`config.mk`:
```
export PLATFORM = sky130hd
export DESIGN_NAME = bulk_ptr_mgr
export DESIGN_NICKNAME = d
export VERILOG_FILES = /design/src/rtl/bpm_pkg.sv /design/src/rtl/bpm_action_sel.sv /design/src/rtl/bpm_ptr_store.sv /design/src/rtl/bulk_ptr_mgr.sv
export SDC_FILE = /design/constraint.sdc
export NUM_CORES = 1
export LEC_CHECK = 0
export ABC_AREA = 0
export BUFFER_PORTS_ARGS = -buffer_cell sky130_fd_sc_hd__clkbuf_2
export CAP_MARGIN = 10
export CORE_ASPECT_RATIO = 2
export CORE_MARGIN = 2
export CORE_UTILIZATION = 43
export DETAILED_ROUTE_END_ITERATION = 16
export MAX_ROUTING_LAYER = met4
export PLACE_DENSITY = 0.88
export SLEW_MARGIN = 10
export SYNTH_ARGS = -nofsm -noshare
export SYNTH_HDL_FRONTEND = slang
export SYNTH_SLANG_ARGS = --single-unit
export TNS_END_PERCENT = 5
```
`constraint.sdc`:
```
create_clock -name clk -period 4.14 [get_ports clk]
set_input_delay 0.207 -clock clk [delete_from_list [all_inputs] [get_ports clk]]
set_output_delay 0.207 -clock clk [all_outputs]
set_load 0.02 [all_outputs]
```
`src/rtl/bpm_pkg.sv`:
```
package bpm_pkg;
    typedef enum logic [1:0] {
        ACT_HOLD   = 2'd0,
        ACT_ADV    = 2'd1,
        ACT_RELOAD = 2'd2,
        ACT_SWWR   = 2'd3
    } bpm_act_e;
endpackage

```
`src/rtl/bpm_action_sel.sv`:
```
module bpm_action_sel #(
    parameter int PTR_W = 32
) (
    input  logic              served_i,
    input  logic [PTR_W-1:0]  next_ptr_i,
    input  logic              eol_i,
    input  logic              list_en_i,
    input  logic              list_filled_i,
    input  logic              sw_wr_i,
    output bpm_pkg::bpm_act_e act_o
);
    import bpm_pkg::*;

    logic link_null;
    logic tail_hit;

    always_comb begin
        link_null = (next_ptr_i == '0);
        tail_hit  = eol_i || (served_i && link_null);
        act_o     = ACT_HOLD;
        if (list_en_i) begin
            // tail handling takes priority over the advance
            if (tail_hit) begin
                act_o = list_filled_i ? ACT_RELOAD : ACT_HOLD;
            end else if (served_i) begin
                act_o = ACT_ADV;
            end
        end else if (sw_wr_i) begin
            act_o = ACT_SWWR;
        end
    end
endmodule

```
`src/rtl/bpm_ptr_store.sv`:
```
module bpm_ptr_store #(
    parameter int PTR_W      = 32,
    parameter int ALIGN_BITS = 4
) (
    input  logic              clk,
    input  logic              rst_n,
    input  bpm_pkg::bpm_act_e act_i,
    input  logic [PTR_W-1:0]  next_ptr_i,
    input  logic [PTR_W-1:0]  head_ptr_i,
    input  logic [PTR_W-1:0]  wdata_i,
    output logic [PTR_W-1:0]  ptr_o,
    output logic              clr_o
);
    import bpm_pkg::*;

    localparam int HI_W = PTR_W - ALIGN_BITS;

    typedef struct packed {
        logic [HI_W-1:0] ptr_hi;
    } store_t;

    store_t st_d, st_q;

    always_comb begin
        st_d = st_q;
        unique case (act_i)
            ACT_ADV:    st_d.ptr_hi = next_ptr_i[PTR_W-1:ALIGN_BITS];
            ACT_RELOAD: st_d.ptr_hi = head_ptr_i[PTR_W-1:ALIGN_BITS];
            ACT_SWWR:   st_d.ptr_hi = wdata_i[PTR_W-1:ALIGN_BITS];
            default:    st_d.ptr_hi = st_q.ptr_hi;
        endcase
    end

    always_ff @(posedge clk) begin
        if (!rst_n) st_q <= '0;
        else        st_q <= st_d;
    end

    assign ptr_o = {st_q.ptr_hi, {ALIGN_BITS{1'b0}}};
    assign clr_o = (act_i == ACT_RELOAD);

    a_r10_aligned: assert property (@(posedge clk) disable iff (!rst_n)
        ptr_o[ALIGN_BITS-1:0] == '0);
endmodule

```
`src/rtl/bulk_ptr_mgr.sv`:
```
module bulk_ptr_mgr #(
    parameter int PTR_W      = 32,
    parameter int ALIGN_BITS = 4
) (
    input  logic             clk,
    input  logic             rst_n,
    input  logic             served_i,
    input  logic [PTR_W-1:0] next_ptr_i,
    input  logic             eol_i,
    input  logic [PTR_W-1:0] head_ptr_i,
    input  logic             list_en_i,
    input  logic             list_filled_i,
    input  logic             sw_wr_i,
    input  logic [PTR_W-1:0] sw_wdata_i,
    output logic [PTR_W-1:0] sw_rdata_o,
    output logic [PTR_W-1:0] cur_ptr_o,
    output logic             filled_clr_o
);
    import bpm_pkg::*;

    localparam logic [PTR_W-1:0] LOW_MASK = PTR_W'((1 << ALIGN_BITS) - 1);

    bpm_act_e act;

    bpm_action_sel #(.PTR_W(PTR_W)) u_sel (
        .served_i      (served_i),
        .next_ptr_i    (next_ptr_i),
        .eol_i         (eol_i),
        .list_en_i     (list_en_i),
        .list_filled_i (list_filled_i),
        .sw_wr_i       (sw_wr_i),
        .act_o         (act)
    );

    bpm_ptr_store #(.PTR_W(PTR_W), .ALIGN_BITS(ALIGN_BITS)) u_store (
        .clk        (clk),
        .rst_n      (rst_n),
        .act_i      (act),
        .next_ptr_i (next_ptr_i),
        .head_ptr_i (head_ptr_i),
        .wdata_i    (sw_wdata_i),
        .ptr_o      (cur_ptr_o),
        .clr_o      (filled_clr_o)
    );

    assign sw_rdata_o = cur_ptr_o;

    a_r2_advance: assert property (@(posedge clk) disable iff (!rst_n)
        (list_en_i && served_i && !eol_i && next_ptr_i != '0)
        |=> cur_ptr_o == ($past(next_ptr_i) & ~LOW_MASK));

    a_r4_reload: assert property (@(posedge clk) disable iff (!rst_n)
        (list_en_i && list_filled_i && (eol_i || (served_i && next_ptr_i == '0)))
        |=> cur_ptr_o == ($past(head_ptr_i) & ~LOW_MASK));

    a_r4_clr_pulse: assert property (@(posedge clk) disable iff (!rst_n)
        filled_clr_o |-> (list_en_i && list_filled_i));

    a_r5_no_reload: assert property (@(posedge clk) disable iff (!rst_n)
        (list_en_i && !list_filled_i && (eol_i || (served_i && next_ptr_i == '0)))
        |=> $stable(cur_ptr_o));

    a_r6_sw_write: assert property (@(posedge clk) disable iff (!rst_n)
        (!list_en_i && sw_wr_i) |=> cur_ptr_o == ($past(sw_wdata_i) & ~LOW_MASK));

    a_r9_disabled_events: assert property (@(posedge clk) disable iff (!rst_n)
        (!list_en_i && !sw_wr_i) |=> $stable(cur_ptr_o));

    a_r8_readback: assert property (@(posedge clk) disable iff (!rst_n)
        sw_rdata_o == cur_ptr_o);
endmodule

```
==> results of run 1 <==
final timing paths:
| check | from | endpoint | slack (ns) |
|---|---|---|---|
| max | next_ptr_i[24] | u_store.st_q[9] | 1.89 |
| min | next_ptr_i[25] | u_store.st_q[21] | 0.20 |
| min reg2reg | u_store.st_q[0] | u_store.st_q[0] | 0.64 |
| max reg2reg | u_store.st_q[19] | u_store.st_q[19] | 3.34 |
metrics by stage:
step | std cells | hold WS (ns) | total power, W
floorplan | 222 | 0.388 | 0.000531
global placement | 378 | 0.499 | 0.000596
detailed placement | 378 | 0.499 | 0.000603
CTS | 382 | 0.195 | 0.000779
global route | 382 | 0.208 | 0.000812
finish | 382 | 0.202 | 0.000769
layout by cell type (no fill, tap or decap):
master,count
sky130_fd_sc_hd__clkbuf_2,151
sky130_fd_sc_hd__nor2_1,29
sky130_fd_sc_hd__dfxtp_1,28
sky130_fd_sc_hd__a211oi_2,20
sky130_fd_sc_hd__a22oi_1,18
sky130_fd_sc_hd__o31ai_2,17
sky130_fd_sc_hd__a22oi_2,10
sky130_fd_sc_hd__o31ai_1,8
sky130_fd_sc_hd__a211oi_1,8
sky130_fd_sc_hd__conb_1,8
sky130_fd_sc_hd__nor4_1,6
sky130_fd_sc_hd__clkbuf_8,4
sky130_fd_sc_hd__buf_4,4
sky130_fd_sc_hd__o31ai_4,3
sky130_fd_sc_hd__and4_1,2
sky130_fd_sc_hd__nor3_1,1
sky130_fd_sc_hd__nor4b_2,1
sky130_fd_sc_hd__a31oi_4,1
sky130_fd_sc_hd__nand2_1,1
sky130_fd_sc_hd__nor2_2,1
sky130_fd_sc_hd__nor2b_2,1
sky130_fd_sc_hd__o21bai_4,1
sky130_fd_sc_hd__nand3_2,1
sky130_fd_sc_hd__and3_4,1
area by class of cell:
| type | count | area share (%) |
|---|---|---|
| Multi-Input combinational cell | 138 | 44.9 |
| Clock buffer | 4 | 2.06 |
| Timing Repair Buffer | 155 | 29.4 |
| Tap cell | 57 | 2.67 |
| Sequential cell | 28 | 21.0 |
cell usage after synthesis:
cell / count / area [µm²]
sky130_fd_sc_hd__a22oi_2: 10 / 125
sky130_fd_sc_hd__nor2_2: 1 / 6.26
sky130_fd_sc_hd__o21bai_2: 1 / 11.3
sky130_fd_sc_hd__nor2b_1: 1 / 6.26
sky130_fd_sc_hd__nor4_1: 6 / 37.5
sky130_fd_sc_hd__dfxtp_1: 28 / 561
sky130_fd_sc_hd__a211oi_1: 8 / 60.1
sky130_fd_sc_hd__and4_1: 2 / 17.5
sky130_fd_sc_hd__a22oi_1: 18 / 135
sky130_fd_sc_hd__o31ai_1: 8 / 60.1
sky130_fd_sc_hd__a211oi_2: 20 / 250
sky130_fd_sc_hd__clkbuf_1: 2 / 7.51
sky130_fd_sc_hd__conb_1: 1 / 3.75
sky130_fd_sc_hd__buf_1: 1 / 3.75
sky130_fd_sc_hd__buf_2: 8 / 40.0
sky130_fd_sc_hd__o31ai_2: 17 / 213
sky130_fd_sc_hd__and3_4: 1 / 11.3
sky130_fd_sc_hd__nor2_1: 29 / 109
sky130_fd_sc_hd__buf_8: 1 / 15.0
sky130_fd_sc_hd__nand2_1: 1 / 3.75
sky130_fd_sc_hd__nor3_1: 1 / 5.00
sky130_fd_sc_hd__buf_6: 5 / 56.3
sky130_fd_sc_hd__nand3_2: 1 / 10.0
sky130_fd_sc_hd__nor4b_2: 1 / 15.0
sky130_fd_sc_hd__o31ai_4: 3 / 63.8
sky130_fd_sc_hd__buf_4: 39 / 293
sky130_fd_sc_hd__a31oi_4: 1 / 21.3
kinds of logic (layout without fill, tap and decap cells):
logic type	Yosys count	in the layout	share of synthesized area [%]
buffers and inverters	56	159	19.4
and+or+nand+nor	44	44	10.3
AOI/OAI and AO/OA	86	86	43.9
DFF	28	28	26.2
other	1	8	0.175
power breakdown:
part	internal (W)	total (W)	leakage, nW	switching (W)
combinational	0.000110	0.000281	0.971	0.000172
sequential	0.000293	0.000316	0.232	0.0000223
clock	0.0000852	0.000172	0.0288	0.0000873
critical path, delay by kind of cell:
kind / cells / cell delay (ns)
compound gates: 3 / 0.52
simple gates: 3 / 1.26
buf+inv: 2 / 0.46
routing by layer:
metal / GRT usage [%] / wire length [µm] / vias to the layer above / share of wire [%]
met5: - / 0 / - / 0
li1: - / - / 999 / -
met4: 6.41 / 114 / 0 / 1.8
met3: 2.16 / 347 / 12 / 5.6
met2: 41.5 / 3530 / 99 / 57
met1: 25.1 / 2180 / 975 / 35
==> impl_metrics.json, run 1 <==
{
  "fp.dieArea_mm2": 0.00559,
  "crit_path_cell_trace": "clkbuf_2 -> nor4_1 -> and4_1 -> a31oi_4 -> nor2_2 -> buf_4 -> a22oi_1 -> a211oi_2",
  "mean_syn_cell_area_um2": 9.96,
  "top_reg_by_flops": "u_store.st_q",
  "clk-insertion-delay-late_ns": 0.27,
  "layout.filler_cells": 461,
  "placement_rows": 36,
  "cp-start-kind": "input pin",
  "post_cts_resize_count": 0,
  "cpPeakStageDelay_ns": 0.61,
  "cts_num_sinks": 28,
  "io_buffers": 151,
  "hold_path.class": "input pin to flip-flop",
  "globalplace.congestion": 0.823,
  "synthesis.area_mm2": 0.00214,
  "design.final.nets": 429,
  "detailed_place_hpwl_um": 4790,
  "timing_max_transition_violations_final": 0,
  "largest_register_ffs": 28,
  "core_mm2": 0.00482,
  "setup_viol": 0,
  "postSynthCellCount": 215,
  "antenna_found_initial": 0,
  "ctsHoldBuffers": 0,
  "detail_route.wl_per_cell_um": 16.2,
  "remaining_drc_errors": 0,
  "yosys_register_bits": 28,
  "vias_in_the_first_global_route": 2011,
  "layout.core_utilization_pct": 55.5,
  "total_leakage_power_nw": 1.23,
  "die_height_um": 104,
  "post_cts_buffers": 0,
  "post-route-period-util_pct": 54.3,
  "cts.htree.levels": 1,
  "place_ws_ns": 1.57,
  "antenna_cells": 0,
  "largestRegisters": "u_store.st_q (28)",
  "die_x_extent_um": 53.9,
  "worst_setup_hold_path_clk_slew_ns": 0.10,
  "hold_viol_final": 0,
  "run_status": "finished clean",
  "accumulated_negative_setup_slack_ns": 0,
  "synthToLayoutAreaGrowth_pct": 24.9,
  "setup_ws_ns": 1.89,
  "initial_core_util_pct": 44.4,
  "route.final.wire_length_um": 6180,
  "path_max_fanout": 17,
  "drt.antenna.violating_nets": 0,
  "fin_worst_skew_ns": 0,
  "grt_pass1_wl_um": 9580,
  "area_used_by_multi_input_combinational_logic_mm2": 0.00120,
  "max_clock_freq_ghz": 0.445,
  "final_design_area_no_fill_mm2": 0.00267,
  "yosys.cell_types.count": 27,
  "grt_overflow": 0,
  "wp_data_required_ns": 4.35,
  "sequential_cell_area_um2": 561,
  "num_io_pins": 168,
  "drive_above_1_share_pct": 66.5,
  "cts-root-buf": "sky130_fd_sc_hd__clkbuf_8",
  "timing.critical_path.to_type": "flip-flop",
  "slowest_stage_cell_on_the_critical_path": "sky130_fd_sc_hd__nor2_2",
  "max_slew_margin_pct": 39.2,
  "grt_util_all_layers_pct": 23.0,
  "cts_buffers": 3,
  "synth-warning-count": 0,
  "maxCapViolCount": 0,
  "cts_tree": "done",
  "drt-initial-drc-count": 45,
  "timing.critical_path.arrival_ns": 2.46,
  "worst_pin_slew_ns": 0.911,
  "grt_start_max_net_pins": 33,
  "clock_path_buffers": 2,
  "number_of_vias_after_detailed_routing": 2085,
  "ir_worst_vdd_mv": 0.146,
  "whs_path_depth": 3,
  "worst_case_reg_to_reg_path_depth": 2,
  "grt_setup_unrepaired": "false",
  "dp_area_mm2": 0.00262,
  "fin_crit_ns": 2.25,
  "dr_pass1_iterations": 6,
  "timing.setup.critical_path_class": "input pin to flip-flop",
  "via_per_inst": 5.46,
  "p_per_area_mw_per_mm2": 288,
  "synth_sequential_area_ratio_pct": 26.2
}
Power figures use the tool's default switching activity.
==> run 2, diff against run 1 <==
Settings changed: CORE_UTILIZATION 43 to 40, PLACE_DENSITY 0.88 to 0.83.
Clock period 4.14 ns to 2.1 ns, I/O delays scaled along.
==> run 2 against run 1 <==
Sequential share of layout area decreased by 0.54 points. Global-route usage shrank 2.6 points. First-iteration DRC count grew 51%. Clock skew unchanged. Die area up 7.1%. Worst setup slack lost 1.5 ns. Largest power group unchanged.
==> impl_metrics.json, run 2 (synthesized netlist as in run 1, its figures left out) <==
{
  "setup_viol": 0,
  "grt_setup_unrepaired": "false",
  "worst_pin_slew_ns": 0.503,
  "accumulated_negative_setup_slack_ns": 0,
  "finalNonFillerCells": 389,
  "fin_crit_ns": 1.69,
  "timing.critical_path.arrival_ns": 1.58,
  "num_io_pins": 168,
  "dr_pass1_iterations": 4,
  "wp_data_required_ns": 2.00,
  "path_max_fanout": 6,
  "die_height_um": 107,
  "fin_hold_ws_ns": 0.104,
  "cts_buffers": 3,
  "cp-start-kind": "input pin",
  "grt_util_all_layers_pct": 20.4,
  "number_of_vias_after_detailed_routing": 2100,
  "grt_overflow": 0,
  "hold_viol_final": 0,
  "area_used_by_multi_input_combinational_logic_mm2": 0.00120,
  "antenna_found_initial": 0,
  "drt.antenna.violating_nets": 0,
  "design.final.nets": 435,
  "p_per_area_mw_per_mm2": 557,
  "route.final.wire_length_um": 6130,
  "top_reg_by_flops": "u_store.st_q",
  "detailed_place_hpwl_um": 4850,
  "detail_route.wl_per_cell_um": 15.8,
  "vias_in_the_first_global_route": 2038,
  "grt_start_max_net_pins": 30,
  "largest_register_ffs": 28,
  "drive_above_1_share_pct": 67.1,
  "run_status": "finished clean",
  "max_slew_margin_pct": 66.5,
  "maxCapViolCount": 0,
  "via_per_inst": 5.40,
  "drt-initial-drc-count": 68,
  "clk-insertion-delay-late_ns": 0.27,
  "ctsHoldBuffers": 0,
  "total_leakage_power_nw": 1.27,
  "post-route-period-util_pct": 80.3,
  "hold_path.class": "input pin to flip-flop",
  "cts_num_sinks": 28,
  "count_of_placed_standard_cells_including_taps": 385,
  "post_cts_resize_count": 0,
  "clock_path_buffers": 2,
  "power.total_w": 0.00153,
  "core_mm2": 0.00514,
  "place_ws_ns": 0.222,
  "cts_tree": "done",
  "cts.htree.levels": 1,
  "timing.setup.critical_path_class": "input pin to output port",
  "critical_path.most_common_cell": "sky130_fd_sc_hd__clkbuf_2",
  "mostFrequentLayoutCells": "151 x sky130_fd_sc_hd__clkbuf_2, 29 x sky130_fd_sc_hd__nor2_1, 28 x sky130_fd_sc_hd__dfxtp_1",
  "cts-root-buf": "sky130_fd_sc_hd__clkbuf_8",
  "antenna_cells": 0,
  "max_clock_freq_ghz": 0.593,
  "die_x_extent_um": 55.7,
  "sequential_cell_area_um2": 561,
  "layout.filler_cells": 511,
  "cpPeakStageDelay_ns": 0.38,
  "fin_worst_skew_ns": 0,
  "timing.critical_path.to_type": "output port",
  "placement_rows": 37,
  "worst_setup_hold_path_clk_slew_ns": 0.10,
  "layout_commonest_cell": "sky130_fd_sc_hd__clkbuf_2",
  "timing_max_transition_violations_final": 0,
  "synthToLayoutAreaGrowth_pct": 28.2,
  "crit_path_cell_trace": "clkbuf_2 -> nor4_1 -> and4_1 -> a31oi_4 -> nor2_2 -> buf_4 -> clkbuf_2",
  "setup_ws_ns": 0.414,
  "grt_pass1_wl_um": 9630,
  "post_cts_buffers": 0,
  "largestRegisters": "u_store.st_q (28)",
  "fp.dieArea_mm2": 0.00599,
  "io_buffers": 151,
  "remaining_drc_errors": 0,
  "ir_worst_vdd_mv": 0.274,
  "slowest_stage_cell_on_the_critical_path": "sky130_fd_sc_hd__nor4_1",
  "globalplace.congestion": 0.811,
  "initial_core_util_pct": 41.7
}
==> run 2: changes by cell type in the layout (fill, tap and decap cells not counted) <==
cell                     previous run  this run
sky130_fd_sc_hd__buf_12             0         2
sky130_fd_sc_hd__buf_4              4         8
==> run 2: layout make-up <==
| cell class | count | area share, % |
|---|---|---|
| clock buffer | 4 | 2.01 |
| multi-input combinational | 138 | 43.8 |
| sequential | 28 | 20.4 |
| tap | 58 | 2.64 |
| timing repair buffer | 161 | 31.2 |
==> run 2: path summary, 6_finish.rpt <==
kind / startpoint / to / slack (ns) / cells after the start
worst max-delay path: next_ptr_i[20] / filled_clr_o / 0.41 / 7
worst min-delay path: next_ptr_i[21] / u_store.st_q[17] / 0.10 / 3
worst max register to register: u_store.st_q[3] / u_store.st_q[3] / 1.31 / 2
worst min register to register: u_store.st_q[25] / u_store.st_q[25] / 0.63 / 2
==> run 2: where the power goes <==
| part | switching (W) | internal, W |
|---|---|---|
| Clock | 0.000174 | 0.000168 |
| Combinational | 0.000337 | 0.000228 |
| Sequential | 0.0000449 | 0.000578 |
==> run 2: worst max-delay path: cells and delay by family <==
family / cells / cell delay, ns
AO/OA/AOI/OAI: 1 / 0.14
buffers and inverters: 3 / 0.44
AND/OR/NAND/NOR: 3 / 0.90
==> run 2: metal layers <==
metal	vias to the layer above	global-route usage, %	part of all wire, %
met4	0	5.23	0.51
met5	-	-	0
met3	2	2.40	6.0
met2	93	38.4	57
li1	1010	-	-
met1	995	22.3	37
==> run 2: per-stage QoR <==
stage / utilization (%) / area (µm²)
2_1_floorplan: - / 2170
3_3_place_gp: 52.3 / 2690
3_5_place_dp: 52.3 / 2690
4_1_cts: 53.4 / 2750
6_report: 53.4 / 2750
5_1_grt: 53.4 / 2750
==> run 3, diff against run 2 <==
Clock period 2.1 ns to 1.57 ns, I/O delays scaled along.
==> run 3 against run 2 <==
Worst hold slack lost 0.019 ns. Highest routed layer unchanged. Non-clock buffer count increased by 15. Utilization grew 4.2 points. Largest power group unchanged. First-iteration DRC count decreased by 47%.
==> impl_metrics.json, run 3 (synthesized netlist as in run 1, its figures left out) <==
{
  "globalplace.congestion": 0.823,
  "timing.rr.start": "u_store.st_q[8]",
  "fp.dieArea_mm2": 0.00599,
  "antenna_found_initial": 0,
  "p_per_area_mw_per_mm2": 713,
  "critical_path.most_common_cell": "sky130_fd_sc_hd__buf_4",
  "crit_path_cell_trace": "clkbuf_2 -> nor4_1 -> and4_4 -> a31oi_4 -> nor2_4 -> buf_4 -> buf_4",
  "timing.critical_path.arrival_ns": 1.40,
  "timing.critical_path.to_type": "output port",
  "grt_overflow": 0,
  "maxCapViolCount": 0,
  "num_io_pins": 168,
  "run_status": "finished clean",
  "drt.antenna.violating_nets": 0,
  "ctsHoldBuffers": 0,
  "setup.reg_to_reg.worst_slack_ns": 0.72,
  "number_of_vias_after_detailed_routing": 2195,
  "grt_start_max_net_pins": 33,
  "cts-root-buf": "sky130_fd_sc_hd__clkbuf_8",
  "largest_register_ffs": 28,
  "dr_pass1_iterations": 4,
  "min_from": "next_ptr_i[21]",
  "grt_util_all_layers_pct": 22.4,
  "worst_setup_hold_path_clk_slew_ns": 0.09,
  "count_of_placed_standard_cells_including_taps": 400,
  "largestRegisters": "u_store.st_q (28)",
  "top_reg_by_flops": "u_store.st_q",
  "total_leakage_power_nw": 1.37,
  "cts_num_sinks": 28,
  "fin_worst_skew_ns": 0,
  "slowest_stage_cell_on_the_critical_path": "sky130_fd_sc_hd__nor4_1",
  "antenna_cells": 0,
  "cpPeakStageDelay_ns": 0.34,
  "finalNonFillerCells": 405,
  "timing.setup.critical_path_class": "input pin to output port",
  "ir_worst_vdd_mv": 0.450,
  "detailed_place_hpwl_um": 5350,
  "path_max_fanout": 6,
  "cts_tree": "done",
  "clk-insertion-delay-late_ns": 0.28,
  "cts_buffers": 3,
  "die_height_um": 107,
  "via_per_inst": 5.42,
  "post-route-period-util_pct": 94.5,
  "mostFrequentLayoutCells": "150 x sky130_fd_sc_hd__clkbuf_2, 29 x sky130_fd_sc_hd__nor2_1, 28 x sky130_fd_sc_hd__dfxtp_1",
  "cp-start-kind": "input pin",
  "layout_commonest_cell": "sky130_fd_sc_hd__clkbuf_2",
  "power.total_w": 0.00211,
  "grt_setup_unrepaired": "false",
  "synthToLayoutAreaGrowth_pct": 38.2,
  "hold_path.class": "input pin to flip-flop",
  "layout.core_utilization_pct": 57.6,
  "route.final.wire_length_um": 6880,
  "clock_path_buffers": 2,
  "vias_in_the_first_global_route": 2218,
  "io_buffers": 151,
  "remaining_drc_errors": 0,
  "die_x_extent_um": 55.7,
  "setup_viol": 0,
  "timing_max_transition_violations_final": 0,
  "grt_pass1_wl_um": 10500,
  "post_cts_buffers": 0,
  "drive_above_1_share_pct": 70.0,
  "fin_crit_ns": 1.48,
  "placement_rows": 37,
  "initial_core_util_pct": 41.7,
  "fin_hold_ws_ns": 0.0852,
  "hold_viol_final": 0,
  "wp_data_required_ns": 1.49,
  "core_mm2": 0.00514,
  "design.final.nets": 451,
  "detail_route.wl_per_cell_um": 17.0,
  "layout.filler_cells": 480,
  "setup.worst_path.start": "next_ptr_i[6]",
  "cts.htree.levels": 1,
  "drt-initial-drc-count": 36,
  "max_clock_freq_ghz": 0.674
}
run 3: cell count changes in the layout (fill, tap and decap cells not counted), moves of 2 or more:
cell and delta:
sky130_fd_sc_hd__buf_12 +3, sky130_fd_sc_hd__nor4_2 +2, sky130_fd_sc_hd__nor4_1 -4, sky130_fd_sc_hd__buf_4 +13, sky130_fd_sc_hd__nor4_4 +2
run 3: layout make-up:
class	instances	area, µm²	share of cell area (%)
multi-input combinational	139	1260	42.7
sequential	28	561	18.9
timing repair buffer	176	1010	34.1
clock buffer	4	55.1	1.86
tap	58	72.6	2.45
run 3: repair_timing:
item / 4_1_cts / 5_1_grt
cloned: 0 / 1
endpoints found under the hold margin: 0 / 0
pin swaps: 2 / 6
setup endpoints to repair: 1 / 28
gates resized for setup: 3 / 8
run 3: path summary, 6_finish.rpt:
check	to	depth (start not counted)
setup / recovery	filled_clr_o	7
hold reg to reg	u_store.st_q[1]	2
hold / removal	u_store.st_q[17]	3
setup reg to reg	u_store.st_q[8]	2
run 3: per-stage QoR:
stage               setup TNS, ns  cell area [µm²]  worst slack [ns]
CTS                             0             2910           0.00178
global route                    0             2960           0.00557
detailed placement          -6.56             2840            -0.287
global placement            -6.53             2840            -0.267
finish                          0             2960            0.0870
floorplan                       0             2170            0.0124
run 3: metal layers:
layer | wire (µm) | vias up | GRT usage (%)
met5 | 0 | - | -
met4 | 97 | 0 | 6.79
met3 | 349 | 8 | 2.88
met2 | 4030 | 102 | 44.0
met1 | 2400 | 1046 | 22.3
li1 | - | 1039 | -
run 3: power by group:
group	total (W)	switching [W]	internal, W
clock	0.000454	0.000229	0.000225
sequential	0.000835	0.0000616	0.000773
combinational	0.000820	0.000479	0.000341
run 3: worst max-delay path, delay by kind of cell:
family | cells | cell delay (ns)
AOI/OAI and AO/OA | 1 | 0.13
and+or+nand+nor | 3 | 0.78
buffers and inverters | 3 | 0.41
